## src/rtl/fql_pkg.sv

```systemverilog
package fql_pkg;

    typedef enum logic {
        QS_IDLE = 1'b0,
        QS_RUN  = 1'b1
    } qual_state_e;

    typedef struct packed {
        logic fault;
        logic clear;
    } line_pair_t;

    localparam int LINE_BITS = $bits(line_pair_t);

endpackage

```

## src/rtl/fql_sync.sv

```systemverilog
module fql_sync #(
    parameter int WIDTH  = 2,
    parameter int STAGES = 2
) (
    input  logic             clk,
    input  logic             rst,
    input  logic [WIDTH-1:0] d,
    output logic [WIDTH-1:0] q
);
    logic [WIDTH-1:0] stage [STAGES];

    always_ff @(posedge clk) begin
        if (rst) stage[0] <= '0;
        else     stage[0] <= d;
    end

    for (genvar i = 1; i < STAGES; i++) begin : g_stage
        always_ff @(posedge clk) begin
            if (rst) stage[i] <= '0;
            else     stage[i] <= stage[i-1];
        end
    end

    assign q = stage[STAGES-1];
endmodule

```

## src/rtl/fql_window.sv

```systemverilog
module fql_window
    import fql_pkg::*;
#(
    parameter int WIN_W = 8
) (
    input  logic             clk,
    input  logic             rst,
    input  logic             enable,
    input  logic             fault_s,
    input  logic             latched,
    input  logic [WIN_W-1:0] win_len,
    output logic             qual
);
    localparam int CW = WIN_W + 1;

    qual_state_e      st, st_nxt;
    logic [WIN_W-1:0] cnt, cnt_nxt;
    logic             fault_q;
    logic             rise;
    logic [CW-1:0]    need, seen;

    assign rise = fault_s & ~fault_q;
    assign need = (win_len == '0) ? CW'(1) : {1'b0, win_len};
    assign seen = {1'b0, cnt} + CW'(1);

    always_comb begin
        qual    = 1'b0;
        st_nxt  = st;
        cnt_nxt = cnt;
        case (st)
            QS_IDLE: begin
                if (enable && rise && !latched) begin
                    if (need <= CW'(1)) begin
                        qual = 1'b1;
                    end else begin
                        st_nxt  = QS_RUN;
                        cnt_nxt = WIN_W'(1);
                    end
                end
            end
            QS_RUN: begin
                if (!enable || !fault_s) begin
                    st_nxt = QS_IDLE;
                end else if (seen >= need) begin
                    qual   = 1'b1;
                    st_nxt = QS_IDLE;
                end else begin
                    cnt_nxt = cnt + WIN_W'(1);
                end
            end
            default: st_nxt = QS_IDLE;
        endcase
    end

    always_ff @(posedge clk) begin
        if (rst) begin
            st      <= QS_IDLE;
            cnt     <= '0;
            fault_q <= 1'b0;
        end else begin
            st      <= st_nxt;
            cnt     <= cnt_nxt;
            fault_q <= fault_s;
        end
    end

    p_quiet_when_latched_r6: assert property (@(posedge clk) disable iff (rst)
        latched |-> !qual);
    p_drop_ends_run_r3: assert property (@(posedge clk) disable iff (rst)
        (st == QS_RUN && !fault_s) |=> (st == QS_IDLE));
    p_enable_gate_r8: assert property (@(posedge clk) disable iff (rst)
        !enable |-> !qual);
    p_run_count_r2: assert property (@(posedge clk) disable iff (rst)
        (st == QS_RUN) |-> (cnt != '0));
endmodule

```

## src/rtl/fql_latch.sv

```systemverilog
module fql_latch (
    input  logic clk,
    input  logic rst,
    input  logic clear_s,
    input  logic qual,
    output logic flag
);
    logic clear_q;
    logic clear_rise;

    assign clear_rise = clear_s & ~clear_q;

    always_ff @(posedge clk) begin
        if (rst) begin
            flag    <= 1'b0;
            clear_q <= 1'b0;
        end else begin
            clear_q <= clear_s;
            if (clear_rise)            flag <= 1'b0;
            else if (qual && !clear_s) flag <= 1'b1;
        end
    end

    p_set_cause_r2: assert property (@(posedge clk) disable iff (rst)
        $rose(flag) |-> $past(qual));
    p_sticky_r4: assert property (@(posedge clk) disable iff (rst)
        (flag && !clear_rise) |=> flag);
    p_clear_edge_r5: assert property (@(posedge clk) disable iff (rst)
        clear_rise |=> !flag);
    p_clear_priority_r7: assert property (@(posedge clk) disable iff (rst)
        (clear_s && !flag) |=> !flag);
endmodule

```

## src/rtl/fault_qual_latch.sv

```systemverilog
module fault_qual_latch
    import fql_pkg::*;
#(
    parameter int WIN_W       = 8,
    parameter int SYNC_STAGES = 2
) (
    input  logic             clk,
    input  logic             rst,
    input  logic             enable,
    input  logic             fault_in,
    input  logic             clear_in,
    input  logic [WIN_W-1:0] win_len,
    output logic             latch_o,
    output logic             inhibit_o
);
    line_pair_t raw, synced;
    logic       qual;
    logic       flag;

    assign raw.fault = fault_in;
    assign raw.clear = clear_in;

    fql_sync #(.WIDTH(LINE_BITS), .STAGES(SYNC_STAGES)) u_sync (
        .clk(clk), .rst(rst), .d(raw), .q(synced)
    );

    fql_window #(.WIN_W(WIN_W)) u_window (
        .clk(clk), .rst(rst), .enable(enable), .fault_s(synced.fault),
        .latched(flag), .win_len(win_len), .qual(qual)
    );

    fql_latch u_latch (
        .clk(clk), .rst(rst), .clear_s(synced.clear), .qual(qual), .flag(flag)
    );

    assign latch_o   = flag;
    assign inhibit_o = flag;

    p_reset_clear_r10: assert property (@(posedge clk) rst |=> !latch_o);
endmodule

```

## config.mk

```make
export PLATFORM = sky130hd
export DESIGN_NAME = fault_qual_latch
export DESIGN_NICKNAME = d
export VERILOG_FILES = /design/src/rtl/fql_pkg.sv /design/src/rtl/fql_sync.sv /design/src/rtl/fql_window.sv /design/src/rtl/fql_latch.sv /design/src/rtl/fault_qual_latch.sv
export SDC_FILE = /design/constraint.sdc
export NUM_CORES = 1
export LEC_CHECK = 0
export BUFFER_PORTS_ARGS = -buffer_cell sky130_fd_sc_hd__buf_2
export CAP_MARGIN = 10
export CORE_MARGIN = 5
export CORE_UTILIZATION = 50
export DETAILED_ROUTE_END_ITERATION = 10
export PLACE_DENSITY = 0.79
export SLEW_MARGIN = 20
export SYNTH_ARGS = -nofsm -noshare
export SYNTH_HDL_FRONTEND = slang
export SYNTH_HIERARCHICAL = 1
export SYNTH_SLANG_ARGS = --single-unit
```

## constraint.sdc

```tcl
create_clock -name clk -period 6.47 [get_ports clk]
set_input_delay 1.294 -clock clk [delete_from_list [all_inputs] [get_ports clk]]
set_output_delay 1.294 -clock clk [all_outputs]
set_load 0.02 [all_outputs]
```

==> results of run 1 <==
## cell type report
class / instances / area, um2
Fill cell: 184 / 808
Multi-Input combinational cell: 86 / 624
Sequential cell: 16 / 320
Timing Repair Buffer: 14 / 70.1
Inverter: 13 / 48.8
Clock buffer: 4 / 36.3
Tap cell: 27 / 33.8
## cells in the mapped netlist (all sizes together), types with 3 or more instances
cell and n:
nand2b 3, nor2 8, and3 3, ha 9
nor2b 8, o211ai 5, dfxtp 16, a21oi 3
nand2 4, nand3 4, inv 13, o21ai 7
and2 3, o21a 3, or2 4
## path summary, 6_finish.rpt
kind / start / to / slack (ns) / cells after the start
max: win_len[4] / u_window/cnt[5] / 3.23 / 10
min: u_sync/stage[0][1] / u_sync/stage[1][1] / 0.44 / 1
max reg2reg: u_window/cnt[0] / u_window/cnt[5] / 3.40 / 10
min reg2reg: u_sync/stage[0][1] / u_sync/stage[1][1] / 0.44 / 1
## per-layer routing
layer,up-vias,routed length [um],part of all wire,track usage
met3,0,114,0.058,0.0483
met5,-,0,0,0
li1,445,-,-,-
met1,415,909,0.46,0.196
met4,0,0,0,0
met2,18,941,0.48,0.252
## flip-flops by register name (all words and copies together), names as in the netlist
signal,cells
u_window/st,1
u_window/fault_q,1
u_latch/flag,1
u_latch/clear_q,1
u_window/cnt,8
u_sync/stage,4
## kinds of logic (layout without fill, tap and decap cells)
logic type / after synthesis / after routing / share of synthesized area
and+or+nand+nor: 48 / 48 / 0.277
AOI/OAI and AO/OA: 26 / 26 / 0.200
DFF: 16 / 16 / 0.315
buffers and inverters: 16 / 31 / 0.0702
adders and majority gates: 9 / 9 / 0.111
xor gates and xnor gates: 2 / 2 / 0.0172
muxes: 1 / 1 / 0.00985
## critical path, delay by kind of cell
kind            cells  cell delay, ns
compound gates      4            0.96
fa+ha+maj           1            0.22
buf+inv             1            0.10
simple gates        4            0.83
## where the power goes
part	switching, mW	total, mW	internal (mW)
clock	0.0304	0.0646	0.0342
combinational	0.00733	0.0146	0.00723
sequential	0.00105	0.101	0.100
total	0.0388	0.180	0.142
## cell usage in the layout (no fill, tap or decap), types with 2 or more instances in the layout
master    count
clkbuf_4      3
a211oi_1      2
xor2_1        2
and3_1        2
nand3_1       4
nor4_1        2
dfxtp_1      16
o21ai_0       7
o211ai_1      5
inv_1        13
buf_2        14
nand2b_1      3
and2_1        3
nor2_1        8
nor2b_1       8
o21a_1        3
or2_2         4
nand2_1       4
ha_1          9
a21oi_1       2
==> impl_metrics.yaml, run 1 <==
min_path:
  hold_class: "reg2reg"
timing:
  hold_ws_ns: 0.445
  tns_ns: 0
  setup_violations: 0
  rsz0062_at_grt: "false"
  period_needed_ns: 3.24
  max_slew.worst_pin.slew_ns: 0.511
  fmax_mhz: 309
  worst_slack_ns: 3.23
  hold_viol_final: 0
  drv_slew: 0
  slew_headroom: 0.656
  clock-skew-final_ns: 0.000967
  fin_crit_sh: 0.501
final_layout:
  drive_gt1_frac: 0.211
  final_util: 0.584
  diodes: 0
  areaGrowthSynthToFinish_pct: 11.6
  nNetsFinal: 156
  instances_no_fill: 160
  fin_area_mm2: 0.00113
synthesis:
  synth_edf_count: 0
  ys_ff_latch: 16
  synth-async-reset-ratio: 0
  syn-num-nets: 140
  synth_area_leader_cell: "dfxtp_1"
  synthFlopType: "dfxtp_1"
  syn_avg_cell_area_um2: 8.61
  synth.top_cell.area_share: 0.315
  yosysUniqueCellTypes: 39
  synthCells: 118
  syn-cell-area_mm2: 0.00102
  synthTopCellsByArea: "dfxtp_1 (32%), ha_1 (11%), nor2b_1 (4.9%)"
  yosysWarningCount: 6
  ys_seq_area_frac: 0.315
clock_tree:
  cts_max_level: 1
  cts_tree: "yes"
  clkLatencyLatePin_ns: 0.28
  path_clk_slew_ns: 0.09
  clkSinkCount: 16
  root_buffer: "clkbuf_4"
  cts-buffers-inserted: 3
  postCtsResizedCells: 0
  clock_path_buffers: 2
  cts_hold_buf: 0
  cts_setup_buffers: 0
setup_path:
  worstPathMaxFanout: 9
  critPathLaunchType: "input port"
  cp_slowest_stage_delay_ns: 0.36
  cp_data_arrival_time_ns: 3.41
  critPathKind: "in2reg"
  end_kind: "flip-flop"
  cp_data_required_time_ns: 6.65
  crit_chain: "buf_2 -> nor4_1 -> nand4_1 -> nand2b_1 -> ha_1 -> nor3b_1 -> o21a_1 -> o21a_1 -> a21oi_4 -> a221o_1"
  cpMostUsedCell: "o21a_1"
  crit_path_top_delay_cell: "o21a_1"
floorplan:
  rows: 16
  die_area_mm2: 0.00303
  core_area_mm2: 0.00194
  die_y_um: 55.1
  ios: 15
  dieWidth_um: 55.1
  initial_core_util: 0.523
global_routing:
  grt_max_degree: 18
  grt_pass1_wl_um: 3300
  grt_usage: 0.149
  grt_antenna_before_repair: 0
  grt.overflow.total: 0
  grt_pass1_vias: 801
status:
  status: "finished, final reports clean"
job:
  cap_violations: 0
placement:
  dpl.hpwl_um: 1590
  placed_area_mm2: 0.00110
  pre_cts_ws_ns: 2.92
  dp_cells: 156
  routabilityCongestion: 0.892
  portBuffers: 14
power_and_ir_drop:
  ir_worst_vdd_mv: 0.161
  powerDensity_mw_per_mm2: 159
  power_leakage_nw: 0.541
  finalPower_uw: 180
routing:
  drt_iter0_markers: 10
  routed_via_density: 5.49
  postRouteAntennaNets: 0
  num_vias: 878
  wl_per_cell_um: 12.3
  dr.pass1.iters: 4
  totalWireLength_um: 1970
  drc: 0
Note: power is estimated with default switching activity, not from simulation.
==> run 2, diff against run 1 <==
Settings changed: ABC_AREA set to 1.
Clock period 6.47 ns to 3.2 ns, I/O delays scaled along.
==> run 2 against run 1 <==
Compared with the run above: via count rose by 15%; synthesized cell count grew 31%; critical path depth up 6; critical endpoint is now u_latch/flag; critical path type is now reg2reg; count of clock-buffer cells in the layout is the same; clock power up 110%; power rose by 110%; final cell count grew 24%.
==> impl_metrics.yaml, run 2 <==
status:
  status: "finished, final reports clean"
final_layout:
  areaGrowthSynthToFinish_pct: 11.9
  instances_no_fill: 199
  multi_input_area_um2: 651
  mostFrequentLayoutCells: "nand2_1 (31), inv_1 (29), nor2_1 (17), dfxtp_1 (16), buf_2 (14)"
  reg_top3: "u_window/cnt: 8 flops, u_sync/stage: 4 flops"
  diodes: 0
  n_fill_cell: 219
  nNetsFinal: 194
  seqCellArea_um2: 320
  final_common_cell: "nand2_1"
  top_register: "u_window/cnt"
  drive_gt1_frac: 0.187
  final_util: 0.570
  largest_reg_flops: 8
power_and_ir_drop:
  clock_power_share: 0.346
  power_leakage_nw: 0.640
  seqPwrFrac: 0.537
  p_sw_frac: 0.242
  power_switching_uw: 92.8
  pwr-share-comb: 0.117
  powerDensity_mw_per_mm2: 313
  p_int_uw: 291
  ir_worst_vdd_mv: 0.269
synthesis:
  yosysUniqueCellTypes: 29
  synthFlopType: "dfxtp_1"
  synth-async-reset-ratio: 0
  synth_area_leader_cell: "dfxtp_1"
  yosysMostFrequentCell: "nand2_1"
  ys_seq_area_frac: 0.293
  syn-cell-area_mm2: 0.00109
  synthTopCellsByArea: "dfxtp_1 (29%), nand2_1 (11%), ha_1 (10%)"
  syn-num-nets: 177
  synthCells: 155
  yosysWarningCount: 6
  synth_common_cells: "nand2_1 (31), inv_1 (29), nor2_1 (17)"
  syn_avg_cell_area_um2: 7.06
  synth_edf_count: 0
  ys_ff_latch: 16
  synth.top_cell.area_share: 0.293
setup_path:
  worstPathMaxFanout: 6
  end_kind: "flip-flop"
  crit_path_top_delay_cell: "dfxtp_1"
  cpMostUsedCell: "nand2_1"
  cp_num_cells: 16
  critPathLaunchType: "flip-flop"
  cp_top_family: "simple AND/OR/NAND/NOR gates"
  cp_slowest_stage_delay_ns: 0.44
  path_buf_inv: 1
  crit_chain: "ha_1 -> nand2_1 -> nor3_1 -> xor2_1 -> ha_1 -> a21o_1 -> nand3_2 -> nand2_2 -> inv_1 -> nand2_1 -> nor2_4 -> nand2_1 -> nand2_1 -> nand2_1 -> a21oi_2 -> nor2_1"
  reg2reg_to: "u_latch/flag"
  crit_end: "u_latch/flag"
  worst-r2r-cell-count: 16
  critPathKind: "reg2reg"
  r2r-start: "u_window/cnt[0]"
  cp_data_arrival_time_ns: 2.84
  cp_data_required_time_ns: 3.40
  r2r_slack_ns: 0.56
  crit_path_start: "u_window/cnt[0]"
clock_tree:
  clkSinkCount: 16
  clkLatencyLatePin_ns: 0.29
  cts_max_level: 1
  path_clk_slew_ns: 0.09
  root_buffer: "clkbuf_4"
  cts_tree: "yes"
  cts_setup_buffers: 0
  postCtsResizedCells: 0
  clock_path_buffers: 2
  cts-buffers-inserted: 3
  cts_hold_buf: 0
global_routing:
  grt.overflow.total: 0
  grt_max_degree: 15
  grt_usage: 0.150
  grt_antenna_before_repair: 0
  grt_pass1_vias: 894
  grt_pass1_wl_um: 3810
timing:
  setup_violations: 0
  max_slew.worst_pin.slew_ns: 0.355
  period_needed_ns: 2.64
  fin_crit_sh: 0.825
  hold_viol_final: 0
  drv_slew: 0
  slew_headroom: 0.763
  tns_ns: 0
  fmax_mhz: 379
  rsz0062_at_grt: "false"
  clock-skew-final_ns: 0.00592
routing:
  routed_via_density: 5.09
  dr.pass1.iters: 4
  drc: 0
  wl_per_cell_um: 11.2
  postRouteAntennaNets: 0
  totalWireLength_um: 2230
  num_vias: 1012
  drt_iter0_markers: 31
floorplan:
  die_y_um: 56.8
  die_area_mm2: 0.00323
  initial_core_util: 0.510
  ios: 15
  rows: 17
  core_area_mm2: 0.00215
  dieWidth_um: 56.8
placement:
  dpl.hpwl_um: 1860
  routabilityCongestion: 0.921
  portBuffers: 14
  dp_cells: 195
min_path:
  hold_class: "reg2reg"
job:
  cap_violations: 0
==> run 2: changes by cell type after synthesis, sizes merged, moves of 5 or more <==
cell,change
nand2,+30
inv,+17
nor2,+13
nor2b,-8
nand4,+7
o21ai,-7
a21oi,+6
nand3,+5
o211ai,-5
==> run 2: power groups by stage <==
stage	sequential, mW	combinational (mW)	clock [mW]
after floorplan	0.210	0.0301	0
after global placement	0.211	0.0432	0
after detailed placement	0.211	0.0449	0
after CTS	0.206	0.0451	0.138
after global routing	0.207	0.0517	0.147
final	0.206	0.0450	0.133
==> run 2: cells by family (layout without fill, tap and decap cells) <==
kind of cell | count (synthesis) | in the layout | share of synthesized area
DFF | 16 | 16 | 0.293
AOI/OAI and AO/OA | 12 | 12 | 0.0652
and+or+nand+nor | 81 | 81 | 0.386
adders and majority gates | 9 | 9 | 0.103
buffers and inverters | 32 | 48 | 0.113
xor gates and xnor gates | 5 | 5 | 0.0400
==> run 2: worst min-delay path by stage <==
stage	end	depth (start not counted)	startpoint
2_1_floorplan	u_sync/stage[1][0]	2	u_sync/stage[0][0]
3_3_place_gp	u_sync/stage[1][1]	2	u_sync/stage[0][1]
3_5_place_dp	u_sync/stage[1][1]	2	u_sync/stage[0][1]
4_1_cts	u_sync/stage[1][1]	2	u_sync/stage[0][1]
5_1_grt	u_sync/stage[1][1]	2	u_sync/stage[0][1]
6_report	u_sync/stage[1][1]	2	u_sync/stage[0][1]
==> run 2: layout make-up <==
cell class / count / area share
sequential: 16 / 0.261
multi-input combinational: 107 / 0.531
tap: 28 / 0.0286
timing repair buffer: 14 / 0.0572
clock buffer: 4 / 0.0296
inverter: 30 / 0.0919
==> run 2: through the flow <==
stage | total power [mW] | hold WS [ns] | setup WS (ns) | cell area, um2
after floorplan | 0.240 | 0.388 | 0.910 | 1090
after global placement | 0.254 | 0.391 | 0.656 | 1190
after detailed placement | 0.256 | 0.398 | 0.570 | 1190
after CTS | 0.389 | 0.412 | 0.546 | 1220
after global routing | 0.405 | 0.421 | 0.350 | 1220
final | 0.384 | 0.410 | 0.560 | 1220
==> run 2: tightest hold or removal path: cells and delay by family, from the launching register on <==
family                 cells  cell delay (ns)
buffers and inverters      1             0.04
flip-flops                 1             0.31
AND/OR/NAND/NOR            1             0.03
==> run 2: per-layer routing <==
metal | GRT usage | vias to the layer above | part of all wire
li1 | - | 529 | -
met1 | 0.167 | 447 | 0.43
met2 | 0.249 | 26 | 0.48
met3 | 0.0506 | 10 | 0.054
met4 | 0.0795 | 0 | 0.039
met5 | 0 | - | 0
==> run 3, diff against run 2 <==
Settings changed: PLACE_DENSITY 0.79 to 0.82.
Clock period 3.2 ns to 2.1 ns, I/O delays scaled along.
==> run 3 against run 2 <==
Compared with the run above: the flow now finishes with violations (negative setup slack); sequential share of layout area is 5.8 points lower; critical path depth decreased by 4; count of clock-buffer cells in the layout unchanged; critical path type unchanged; largest cell class unchanged.
==> impl_metrics.yaml, run 3 (synthesis results as in run 2) <==
status:
  status: "complete, but fails checks"
  violations: "negative setup slack"
global_routing:
  grt_pass1_vias: 1106
  grt_usage: 0.183
  grt_antenna_before_repair: 0
  grt_max_degree: 15
  grt.overflow.total: 0
  grt_pass1_wl_um: 4570
job:
  cap_violations: 0
timing:
  fin_crit_sh: 1.12
  hold_viol_final: 0
  period_needed_ns: 2.35
  fmax_mhz: 426
  slew_headroom: 0.672
  clock-skew-final_ns: 0.000916
  setup_violations: 10
  hold_ws_ns: 0.324
  worst_slack_ns: -0.249
  drv_slew: 0
  max_slew.worst_pin.slew_ns: 0.491
  rsz0062_at_grt: "true"
setup_path:
  critPathKind: "reg2reg"
  cp_data_required_time_ns: 2.31
  cp_data_arrival_time_ns: 2.56
  critPathLaunchType: "flip-flop"
  reg2reg_to: "u_window/cnt[1]"
  worst-r2r-cell-count: 12
  r2r_slack_ns: -0.25
  worstPathMaxFanout: 7
  end_kind: "flip-flop"
  r2r-start: "u_window/cnt[1]"
routing:
  routed_via_density: 5.17
  postRouteAntennaNets: 0
  totalWireLength_um: 3100
  drc: 0
  num_vias: 1188
  dr.pass1.iters: 4
  drt_iter0_markers: 34
  wl_per_cell_um: 13.5
final_layout:
  reg_top3: "u_window/cnt: 8 flops, u_sync/stage: 4 flops"
  fin_area_mm2: 0.00161
  areaGrowthSynthToFinish_pct: 47.4
  n_fill_cell: 156
  top_register: "u_window/cnt"
  mostFrequentLayoutCells: "buf_4 (30), inv_1 (27), nand2_1 (24), nor2_1 (17), buf_2 (14)"
  final_common_cell: "buf_4"
  largest_reg_flops: 8
  nNetsFinal: 225
  diodes: 0
  drive_gt1_frac: 0.470
clock_tree:
  cts_max_level: 1
  root_buffer: "clkbuf_4"
  clock_path_buffers: 2
  cts_tree: "yes"
  clkLatencyLatePin_ns: 0.29
  clkSinkCount: 16
  path_clk_slew_ns: 0.09
  cts-buffers-inserted: 3
floorplan:
  ios: 15
  dieWidth_um: 56.8
  core_area_mm2: 0.00215
  rows: 17
  die_area_mm2: 0.00323
  initial_core_util: 0.510
  die_y_um: 56.8
placement:
  routabilityCongestion: 0.921
  portBuffers: 14
  placed_area_mm2: 0.00138
  dpl.hpwl_um: 2080
min_path:
  hold_path_depth: 3
  worstHoldStart: "clear_in"
  holdPathEnd: "u_sync/stage[0][0]"
  hold_class: "in2reg"
power_and_ir_drop:
  ir_worst_vdd_mv: 0.405
  powerDensity_mw_per_mm2: 379
  finalPower_uw: 611
  power_leakage_nw: 0.828
[run 3: worst max path at each step]
stage | startpoint | cells after the start | slack, ns | end
2_1_floorplan | u_window/cnt[0] | 16 | -0.05 | u_latch/flag
3_3_place_gp | u_window/cnt[1] | 16 | -0.12 | u_latch/flag
3_5_place_dp | u_window/cnt[1] | 16 | -0.22 | u_latch/flag
4_1_cts | u_window/cnt[0] | 16 | -0.17 | u_latch/flag
5_1_grt | u_window/cnt[1] | 14 | -0.42 | u_window/cnt[0]
6_report | u_window/cnt[1] | 12 | -0.25 | u_window/cnt[1]
[run 3: critical path, stage by stage (launching register included)]
cell and delay, ns:
dfxtp_2 0.37, and3_4 0.22, nand2_2 0.05, nor2_1 0.10, nand2_1 0.10, xnor2_2 0.17, ha_4 0.31, nand4_1 0.11
nor3_1 0.16, nand2_1 0.16, nand4_4 0.22, nand3_1 0.13, a21oi_1 0.17
[run 3: where the power goes]
group / switching, mW / internal (mW)
sequential: 0.00398 / 0.309
combinational: 0.0516 / 0.0409
clock: 0.100 / 0.106
[run 3: layer usage]
metal	global-route usage	vias to the layer above	wire length [um]
met4	0.0960	0	52
met2	0.317	25	1660
li1	-	592	-
met5	0	-	0
met3	0.0437	8	86
met1	0.204	563	1300
[run 3: what timing repair did]
action / in CTS / in global routing
gates cloned: 0 / 0
buffers inserted: 8 / 3
hold buffers: 0 / 0
pin swaps: 15 / 14
endpoints found under the hold margin: 0 / 0
resized for setup: 12 / 14
setup endpoints to repair: 10 / 10
[run 3: metrics by stage]
step | std cells | setup slack (ns) | TNS (ns) | utilization
6_report | 230 | -0.249 | -2.07 | 0.751
3_3_place_gp | 215 | -0.123 | -0.960 | 0.641
2_1_floorplan | 155 | -0.0525 | -0.0544 | -
3_5_place_dp | 215 | -0.217 | -1.66 | 0.641
5_1_grt | 230 | -0.421 | -3.81 | 0.751
4_1_cts | 227 | -0.167 | -1.26 | 0.712
[run 3: cell type report]
cell class / instances / area, um2 / share of cell area
clock buffers: 4 / 36.3 / 0.0225
inverters: 30 / 113 / 0.0698
multi-input cells: 107 / 796 / 0.493
well taps: 28 / 35.0 / 0.0217
repair buffers: 45 / 307 / 0.190
flip-flops and latches: 16 / 328 / 0.203
